### src/rtl/sra_pkg.sv
`timescale 1ns/1ps
package sra_pkg;

   localparam int MAX_CYC = 8;
   localparam int OVL_FLD = 4;
   localparam int MAP_W   = MAX_CYC * OVL_FLD;

   typedef enum logic [0:0] {
      ST_IDLE = 1'b0,
      ST_BUSY = 1'b1
   } asm_state_e;

   // overlap reserved by cycle k
   function automatic int ovl_at(input logic [MAP_W-1:0] map, input int k);
      return int'(map[k*OVL_FLD +: OVL_FLD]);
   endfunction

   // final resolution: sum of net bits contributed per cycle
   function automatic int res_bits(input int cw, input int ncyc, input logic [MAP_W-1:0] map);
      int r;
      r = 0;
      for (int k = 0; k < ncyc; k++) r += cw - ovl_at(map, k);
      return r;
   endfunction

   // bit weight of the code accepted in cycle k
   function automatic int weight_of(input int cw, input int ncyc,
                                    input logic [MAP_W-1:0] map, input int k);
      int s;
      s = 0;
      for (int i = k + 1; i < ncyc; i++) s += cw - ovl_at(map, i);
      return s - ovl_at(map, k);
   endfunction

endpackage

### src/rtl/sra_seq_ctrl.sv
`timescale 1ns/1ps
module sra_seq_ctrl #(
   parameter int N_CYC = 4,
   parameter int CNT_W = 2
) (
   input  logic             clk,
   input  logic             rst_n,
   input  logic             start,
   input  logic             code_vld,
   output logic             busy,
   output logic             accept,
   output logic             last,
   output logic [CNT_W-1:0] cyc_idx
);
   import sra_pkg::*;

   localparam logic [CNT_W-1:0] LAST_IDX = CNT_W'(N_CYC - 1);

   asm_state_e state_q;
   logic [CNT_W-1:0] idx_q;

   assign busy    = (state_q == ST_BUSY);
   assign accept  = code_vld && busy && !start;
   assign last    = accept && (idx_q == LAST_IDX);
   assign cyc_idx = idx_q;

   always_ff @(posedge clk or negedge rst_n) begin
      if (!rst_n) begin
         state_q <= ST_IDLE;
         idx_q   <= '0;
      end else if (start) begin
         state_q <= ST_BUSY;
         idx_q   <= '0;
      end else if (accept) begin
         if (idx_q == LAST_IDX) begin
            state_q <= ST_IDLE;
            idx_q   <= '0;
         end else begin
            idx_q <= idx_q + 1'b1;
         end
      end
   end

endmodule

### src/rtl/sra_addend_gen.sv
`timescale 1ns/1ps
module sra_addend_gen #(
   parameter int                         CW             = 4,
   parameter int                         N_CYC          = 4,
   parameter logic [sra_pkg::MAP_W-1:0]  OVL_MAP        = 32'h0000_0111,
   parameter bit                         FIRST_UNSIGNED = 1'b1,
   parameter int                         ACC_W          = 15,
   parameter int                         CNT_W          = 2
) (
   input  logic [CW-1:0]           code_in,
   input  logic [CNT_W-1:0]        cyc_idx,
   output logic signed [ACC_W-1:0] addend
);
   import sra_pkg::*;

   logic signed [ACC_W-1:0] term [N_CYC];

   for (genvar k = 0; k < N_CYC; k++) begin : g_term
      localparam int WGT = weight_of(CW, N_CYC, OVL_MAP, k);
      logic signed [ACC_W-1:0] ext;
      if (k == 0 && FIRST_UNSIGNED) begin : g_uns
         assign ext = {{(ACC_W-CW){1'b0}}, code_in};
      end else begin : g_sgn
         assign ext = {{(ACC_W-CW){code_in[CW-1]}}, code_in};
      end
      assign term[k] = ext <<< WGT;
   end

   always_comb begin
      addend = '0;
      for (int k = 0; k < N_CYC; k++) begin
         if (cyc_idx == CNT_W'(k)) addend = term[k];
      end
   end

endmodule

### src/rtl/sra_accum.sv
`timescale 1ns/1ps
module sra_accum #(
   parameter int RES   = 13,
   parameter int ACC_W = 15
) (
   input  logic                    clk,
   input  logic                    rst_n,
   input  logic                    clear,
   input  logic                    accept,
   input  logic                    last,
   input  logic signed [ACC_W-1:0] addend,
   output logic [RES-1:0]          fb_code,
   output logic                    fb_upd,
   output logic [RES-1:0]          final_code,
   output logic                    done
);
   localparam logic signed [ACC_W-1:0] MAXV = {{(ACC_W-RES){1'b0}}, {RES{1'b1}}};

   logic signed [ACC_W-1:0] acc_q;
   logic signed [ACC_W-1:0] sum;
   logic [RES-1:0]          sat;

   assign sum = acc_q + addend;

   always_comb begin
      if (sum < 0)         sat = '0;
      else if (sum > MAXV) sat = '1;
      else                 sat = sum[RES-1:0];
   end

   always_ff @(posedge clk or negedge rst_n) begin
      if (!rst_n) begin
         acc_q      <= '0;
         fb_code    <= '0;
         fb_upd     <= 1'b0;
         final_code <= '0;
         done       <= 1'b0;
      end else begin
         fb_upd <= accept;
         done   <= last;
         if (clear) begin
            acc_q   <= '0;
            fb_code <= '0;
         end else if (accept) begin
            acc_q   <= sum;
            fb_code <= sat;
         end
         if (last) final_code <= sat;
      end
   end

endmodule

### src/rtl/subrange_code_asm.sv
`timescale 1ns/1ps
module subrange_code_asm #(
   parameter int                        N_CYC          = 4,
   parameter int                        CW             = 4,
   parameter logic [sra_pkg::MAP_W-1:0] OVL_MAP        = 32'h0000_0111,
   parameter bit                        FIRST_UNSIGNED = 1'b1,
   localparam int RES   = sra_pkg::res_bits(CW, N_CYC, OVL_MAP),
   localparam int ACC_W = RES + 2,
   localparam int CNT_W = $clog2(N_CYC)
) (
   input  logic           clk,
   input  logic           rst_n,
   input  logic           start,
   input  logic           code_vld,
   input  logic [CW-1:0]  code_in,
   output logic [RES-1:0] fb_code,
   output logic           fb_upd,
   output logic [RES-1:0] final_code,
   output logic           done
);
   import sra_pkg::*;

   // elaboration-time parameter checks
   if (CW < 1 || CW > 6) begin : g_bad_cw
      $error("coarse width must lie in 1..6");
   end
   if (N_CYC < 2 || N_CYC > MAX_CYC) begin : g_bad_ncyc
      $error("cycle count out of range");
   end
   if (ovl_at(OVL_MAP, N_CYC - 1) != 0) begin : g_bad_last
      $error("last cycle must reserve no overlap");
   end
   for (genvar k = 0; k < N_CYC; k++) begin : g_chk
      if (ovl_at(OVL_MAP, k) >= CW) begin : g_bad_ovl
         $error("overlap must be smaller than the coarse width");
      end
      if (weight_of(CW, N_CYC, OVL_MAP, k) < 0) begin : g_bad_wgt
         $error("overlap map gives a negative weight");
      end
   end

   logic                    busy;
   logic                    accept;
   logic                    last;
   logic [CNT_W-1:0]        cyc_idx;
   logic signed [ACC_W-1:0] addend;

   sra_seq_ctrl #(
      .N_CYC (N_CYC),
      .CNT_W (CNT_W)
   ) u_ctrl (
      .clk      (clk),
      .rst_n    (rst_n),
      .start    (start),
      .code_vld (code_vld),
      .busy     (busy),
      .accept   (accept),
      .last     (last),
      .cyc_idx  (cyc_idx)
   );

   sra_addend_gen #(
      .CW             (CW),
      .N_CYC          (N_CYC),
      .OVL_MAP        (OVL_MAP),
      .FIRST_UNSIGNED (FIRST_UNSIGNED),
      .ACC_W          (ACC_W),
      .CNT_W          (CNT_W)
   ) u_addend (
      .code_in (code_in),
      .cyc_idx (cyc_idx),
      .addend  (addend)
   );

   sra_accum #(
      .RES   (RES),
      .ACC_W (ACC_W)
   ) u_accum (
      .clk        (clk),
      .rst_n      (rst_n),
      .clear      (start),
      .accept     (accept),
      .last       (last),
      .addend     (addend),
      .fb_code    (fb_code),
      .fb_upd     (fb_upd),
      .final_code (final_code),
      .done       (done)
   );

endmodule

### config.mk
export PLATFORM = sky130hd
export DESIGN_NAME = subrange_code_asm
export DESIGN_NICKNAME = d
export VERILOG_FILES = /design/src/rtl/sra_pkg.sv /design/src/rtl/sra_seq_ctrl.sv /design/src/rtl/sra_addend_gen.sv /design/src/rtl/sra_accum.sv /design/src/rtl/subrange_code_asm.sv
export SDC_FILE = /design/constraint.sdc
export NUM_CORES = 1
export LEC_CHECK = 0
export BUFFER_PORTS_ARGS = -buffer_cell sky130_fd_sc_hd__buf_2
export CAP_MARGIN = 20
export CORE_UTILIZATION = 50
export CTS_CLUSTER_SIZE = 25
export DETAILED_ROUTE_END_ITERATION = 8
export PLACE_DENSITY = 0.82
export SLEW_MARGIN = 20
export SYNTH_ARGS = -nofsm -noshare
export SYNTH_HDL_FRONTEND = slang
export SYNTH_SLANG_ARGS = --single-unit
export TNS_END_PERCENT = 1
### constraint.sdc
create_clock -name clk -period 3 [get_ports clk]
set_input_delay 0.45 -clock clk [delete_from_list [all_inputs] [get_ports clk]]
set_output_delay 0.45 -clock clk [all_outputs]
set_load 0.1 [all_outputs]
======== Yosys cells after proc, flatten, opt, wreduce, memory -nomap -nowiden ========
Index checks and enable logic that the tools add are counted.
operators by class
  add/subtract/negate cells ............... 2
  $lt $le $gt $ge ......................... 2
  equality and inequality tests ........... 3
  multiplexer cells ....................... 16
  reductions and logical operators ........ 8
operator list
  operator                                                                       number
  15-bit 2-to-1 mux                                                              5
  13-bit 2-to-1 mux                                                              5
  15-bit adder                                                                   1
  15-bit by 14-bit > comparator with 1-bit output, second input constant         1
  15-bit by 1-bit less-than comparator with 1-bit output, second input constant  1
  2-bit 2-to-1 mux                                                               3
  2-bit equality test, second input constant                                     2
  2-bit nonzero test                                                             2
  1-bit logical AND                                                              3
  1-bit 2-to-1 mux                                                               3
  2-bit by 1-bit adder with 2-bit output, second input constant                  1
  2-bit by 1-bit equality test with 1-bit output, second input constant          1
  2-bit zero test                                                                1
  2-bit AND reduction                                                            1
  1-bit zero test                                                                1
storage, ports and cells
  flip-flop bits (word level) ............. 46
  input bits .............................. 8
  output and inout bits ................... 28
  word-level logic and storage cells ...... 38

======== Depth between registers and ports, before layout ========
  word-level depth ........................ 11
  depth in mapped cells ................... 15
  depth with buffers taken out ............ 13

======== Cells and area by module ========
Synthesis repeated with hierarchy kept, for this count alone.
unflattened totals
  cells, all modules ...................... 314
  area total of the unflattened synthesis .. 2986.6 sq um
modules (own cells, without submodules)
  module          instances  cells each  area each (sq um)  sequential area each (sq um)
  sra_accum       1          273         2651.3             1076.0
  sra_addend_gen  1          26          170.2              0.0
  sra_seq_ctrl    1          15          165.2              75.1

======== Worst setup path after synthesis ========
Ideal clock, no wire load.
  path kind ............................... flip-flop to flip-flop
  start point ............................. register u_ctrl.idx_q[0], in the netlist u_ctrl.cyc_idx[0]
  end point ............................... register u_accum.fb_code[10]
  library setup time ...................... 0.083 ns
  arrival time ............................ 2.911 ns
  data required time ...................... 2.917 ns
  path slack .............................. 0.006 ns
  stages on the path, launching flop included .. 14
  path buffers ............................ 2
  period minus slack after synthesis ...... 2.994 ns
  cell sequence ........................... dfrtp_1 -> ha_1 -> clkbuf_1 -> nor2_1 -> nor2b_1 -> a31o_2 -> ha_1 -> a2111o_1 -> o21ai_2 -> nand2_1 -> xnor2_1 -> nand2_1 -> buf_1 -> o21ai_0
on the way
  word-level cells in the longest chain between the ends .. 11
  elaborated cells between the ends (all ways) .. 15
  those cells by class .................... 1 x add/sub; 2 x order compare; 3 x eq/ne; 8 x mux; 1 x reduce/logical
RTL lines
  element                                          line                  source
  start, declared                                  sra_seq_ctrl.sv:20    logic [CNT_W-1:0] idx_q;
  start signal, assigned                           sra_seq_ctrl.sv:39    idx_q <= idx_q + 1'b1;
  2-bit zero test                                  sra_addend_gen.sv:32  if (cyc_idx == CNT_W'(k)) addend = term[k];
  13-bit 2-to-1 mux                                sra_addend_gen.sv:32
  15-bit 2-to-1 mux (2 in a row)                   sra_addend_gen.sv:32
  15-bit 2-to-1 mux (*)                            sra_addend_gen.sv:32
  15-bit adder (*)                                 sra_accum.sv:23       assign sum = acc_q + addend;
  15-bit by 14-bit > comparator with 1-bit output  sra_accum.sv:27       else if (sum > MAXV) sat = '1;
  13-bit 2-to-1 mux                                sra_accum.sv:27
  13-bit 2-to-1 mux (*)                            sra_accum.sv:26       if (sum < 0) sat = '0;
  13-bit 2-to-1 mux (*)                            sra_accum.sv:44       end else if (accept) begin
  13-bit 2-to-1 mux (*)                            sra_accum.sv:41       if (clear) begin
  end signal, assigned                             sra_accum.sv:46       fb_code <= sat;
  end, declared                                    sra_accum.sv:12       output logic [RES-1:0] fb_code,
Mark *: on every way between the ends. The rest lies on a longest branch, timed or not. The select of a mux whose other input is x is not followed.
A chain may end at the register's enable or synchronous reset.

======== Final worst setup path ========
  start point ............................. register u_ctrl.idx_q[1], in the netlist u_ctrl.cyc_idx[1]
  end point ............................... register u_accum.acc_q[12]
on the way
  word-level cells in the longest chain between the ends .. 8
  elaborated cells between the ends (all ways) .. 11
  those cells by class .................... 1 x add/sub; 3 x eq/ne; 6 x mux; 1 x reduce/logical
RTL lines
  element                         line                  source
  2-bit zero test                 sra_addend_gen.sv:32
  13-bit 2-to-1 mux               sra_addend_gen.sv:32
  15-bit 2-to-1 mux (2 in a row)  sra_addend_gen.sv:32
  15-bit 2-to-1 mux (*)           sra_addend_gen.sv:32
  15-bit adder (*)                sra_accum.sv:23
  15-bit 2-to-1 mux (*)           sra_accum.sv:44
  15-bit 2-to-1 mux (*)           sra_accum.sv:41
  end signal, assigned            sra_accum.sv:45       acc_q <= sum;
  end, declared                   sra_accum.sv:19       logic signed [ACC_W-1:0] acc_q;
Marks and branches as above.

==> impl_metrics.toml <==
[outcome]
run_status = "completed"

[synth]
yosys.area.top_type_share = 0.411
synth_most_common_cell = "nand2_1"
netlist_top_cells_area = "dfrtp_1 (41%), ha_1 (10%), nand2_1 (9.2%), a21oi_1 (4.8%), o21ai_0 (4.1%)"
syn_avg_cell_area_um2 = 8.92
post_synth_num_cell_types = 52
synth_async_sr_flop_share = 1.00
yosysWarningCount = 0
yosys_register_bits = 46
postSynth.topFlopCell = "dfrtp_1"
syn_inst = 314
total_standard_cell_area_after_synthesis_um2 = 2800
sequential_share_of_the_synthesized_area = 0.411
synth_top_cells_by_count = "nand2_1 (69), dfrtp_1 (46), a21oi_1 (27), ha_1 (23), o21ai_0 (23)"
synth_edf_count = 0
synth.largest_area_cell = "dfrtp_1"
postSynthNetCount = 346

[finish]
drive_gt1_frac = 0.280
num-nets-final = 399
diodes = 0
final-instance-count-excl-fill = 438
layout.core_utilization = 0.645
layout-area-overhead-vs-synth_pct = 20.7

[floorplanning]
placementRows = 26
num_io_pins = 36
dieHeight_um = 76.8
die_area_um2 = 5900
core_um2 = 5240
start_util = 0.535
die-width_um = 76.8

[cts]
cts.reportedPaths.clkPinSlew_ns = 0.09
cts_buffer_depth = 2
clock-sinks = 46
root_buffer = "clkbuf_8"
cts_hold_buf = 0
worst_skew_pair.late_latency_ns = 0.30
cts_buffers = 5
clock_tree_from_tritoncts = "yes"
ctsHtreeMaxLevel = 2

[routing]
drc = 0
post_drt_via_cell_ratio = 5.80
antenna_left = 0
drt_iter0_markers = 176
routed_wire_length_per_instance_um = 16.0
routed_wire_length_mm = 7.00
drt_pre_antenna_iters = 4
dr_total_vias = 2539

[timing]
rsz0062_at_grt = "true"
slew_viol_final = 0
finalCritPeriodShare = 0.990
timing.final.crit_period_ns = 2.97
transition_at_the_pin_with_the_smallest_max_transition_slack_ns = 0.574
achievable-frequency_ghz = 0.337
post_route_worst_setup_slack_ns = 0.0305
maxSlewHeadroom = 0.618
final_hold_viol_count = 0
setup-violations-final = 0
worst_clock_skew_ns = 0.00699

[global_routing]
grt_first_pass_wirelength_mm = 11.5
largest_net_degree_at_the_start_of_global_routing = 47
initial_antenna_violation_count = 0
grt_pass1_vias = 2536
gr-total-overflow = 0
grt_usage = 0.245

[critical_path]
critical_path.reg2reg.startpoint = "u_ctrl.cyc_idx[1]"
cp-end-kind = "register"
critical_path_required_ns = 3.23
ff2ff_path_depth = 12
worst-endpoint-arrival_ns = 3.20
crit_slowest_cell = "dfrtp_1"
timing_worst_setup_path_type = "reg -> reg"
path_max_fanout = 7
cells_along_the_critical_path = "ha_2, and2_1, ha_1, inv_1, fa_1, nor2b_1, o31a_1, o21ai_1, o31ai_1, xor2_1, nand2_1, a21oi_1"
cp_slowest_stage_delay_ns = 0.43
r2r_setup_slack_ns = 0.03
regToRegEndpoint = "u_accum.acc_q[12]"
critical_path.startpoint_type = "register"

[place]
routabilityCongestion = 0.888
post_placement_worst_setup_slack_ns = -0.190
placed_wire_length_estimate_after_detailed_placement_mm = 5.01
placed_cells = 428
port_buffers = 35

[job]
max_capacitance_violation_total = 0

[power]
leakage_nw = 1.67
power_per_cell_area_nw_per_um2 = 738
max-vdd-ir-drop_uv = 808

[hold_path]
min_path_type = "in -> async"
-- placed cells by master (no fill, tap or decap), types with 2 or more instances in the layout --
| cell type | instances |
|---|---|
| o21ai_2 | 2 |
| nand3_1 | 6 |
| dfrtp_1 | 46 |
| inv_1 | 9 |
| and2_1 | 3 |
| o21ai_1 | 23 |
| nor2b_1 | 4 |
| a31o_2 | 3 |
| ha_1 | 19 |
| a22o_1 | 4 |
| nand4_1 | 2 |
| o21a_1 | 5 |
| nor3_1 | 3 |
| ha_2 | 4 |
| nand2_1 | 66 |
| a211oi_1 | 2 |
| nand2_4 | 2 |
| o21ai_0 | 8 |
| a21oi_2 | 15 |
| a21oi_1 | 22 |
| xor2_1 | 4 |
| nor2_1 | 11 |
| buf_4 | 25 |
| buf_2 | 34 |
| xnor2_1 | 8 |
| o31ai_1 | 2 |
| clkbuf_8 | 5 |
| or3_4 | 2 |
-- flip-flops by register name, summed over array words and instances, names as in the netlist --
name,flops
u_accum.acc_q,15
u_accum.done,1
u_accum.fb_code,13
u_accum.fb_upd,1
u_accum.final_code,13
u_ctrl.busy,1
u_ctrl.cyc_idx,2
-- final cells by class --
cell class / count / area, um^2
Tap cell: 70 / 87.6
Clock buffer: 6 / 72.6
Fill cell: 424 / 1860
Multi-Input combinational cell: 246 / 1640
Inverter: 9 / 33.8
Clock inverter: 2 / 37.5
Sequential cell: 46 / 1150
Timing Repair Buffer: 59 / 358
-- worst max-delay path by stage --
stage                      start                  end  slack (ns)  depth (start not counted)
4_1_cts        u_ctrl.cyc_idx[0]  u_accum.fb_code[11]        0.02                         13
3_5_place_dp   u_ctrl.cyc_idx[0]   u_accum.fb_code[1]       -0.19                         12
3_3_place_gp   u_ctrl.cyc_idx[0]   u_accum.fb_code[1]       -0.07                         12
5_1_grt        u_ctrl.cyc_idx[0]    u_accum.acc_q[10]       -0.09                         12
2_1_floorplan  u_ctrl.cyc_idx[0]  u_accum.fb_code[10]       0.006                         13
6_report       u_ctrl.cyc_idx[1]    u_accum.acc_q[12]        0.03                         12
-- logic make-up after synthesis --
group                      Yosys count  share of synthesized area
xor gates and xnor gates            13                     0.0407
buffers and inverters               23                     0.0362
DFF                                 46                      0.411
adders and majority gates           24                      0.110
and+or+nand+nor                    109                      0.172
AOI/OAI and AO/OA                   99                      0.230
-- report_power, final --
group | switching, W | leakage [nW] | total, W | internal [W]
registers | 0.0000527 | 0.621 | 0.000763 | 0.000710
clock network | 0.000220 | 0.0514 | 0.000469 | 0.000249
logic | 0.000945 | 0.997 | 0.00127 | 0.000320
-- worst max-delay path, delay by kind of cell, from the launching register on --
kind	cells	cell delay, ns
xor gates and xnor gates	1	0.31
and+or+nand+nor	3	0.42
buffers and inverters	1	0.06
AOI/OAI and AO/OA	4	0.83
adders and majority gates	3	0.84
DFF	1	0.43
-- layer usage --
layer	vias up	global-route usage	wire (um)
met4	0	0.0923	147
met5	-	0	0
li1	1204	-	-
met3	16	0.0429	374
met2	83	0.426	3570
met1	1236	0.300	2910
-- what timing repair did --
item | in CTS | in global routing
cloned | 1 | 0
endpoints found under the setup margin | 28 | 30
setup buffers | 1 | 0
pin swaps | 1 | 3
gates resized for setup | 13 | 25
-- stage by stage --
stage / TNS [ns] / total power, W / hold slack (ns) / instance area [um^2]
after floorplan: 0 / 0.00172 / 0.154 / 2800
after global routing: -1.16 / 0.00260 / 0.185 / 3380
final: 0 / 0.00250 / 0.143 / 3380
after detailed placement: -2.72 / 0.00196 / 0.465 / 3170
after CTS: 0 / 0.00246 / 0.350 / 3330
after global placement: -0.267 / 0.00194 / 0.458 / 3170
Power figures use the tool's default switching activity.
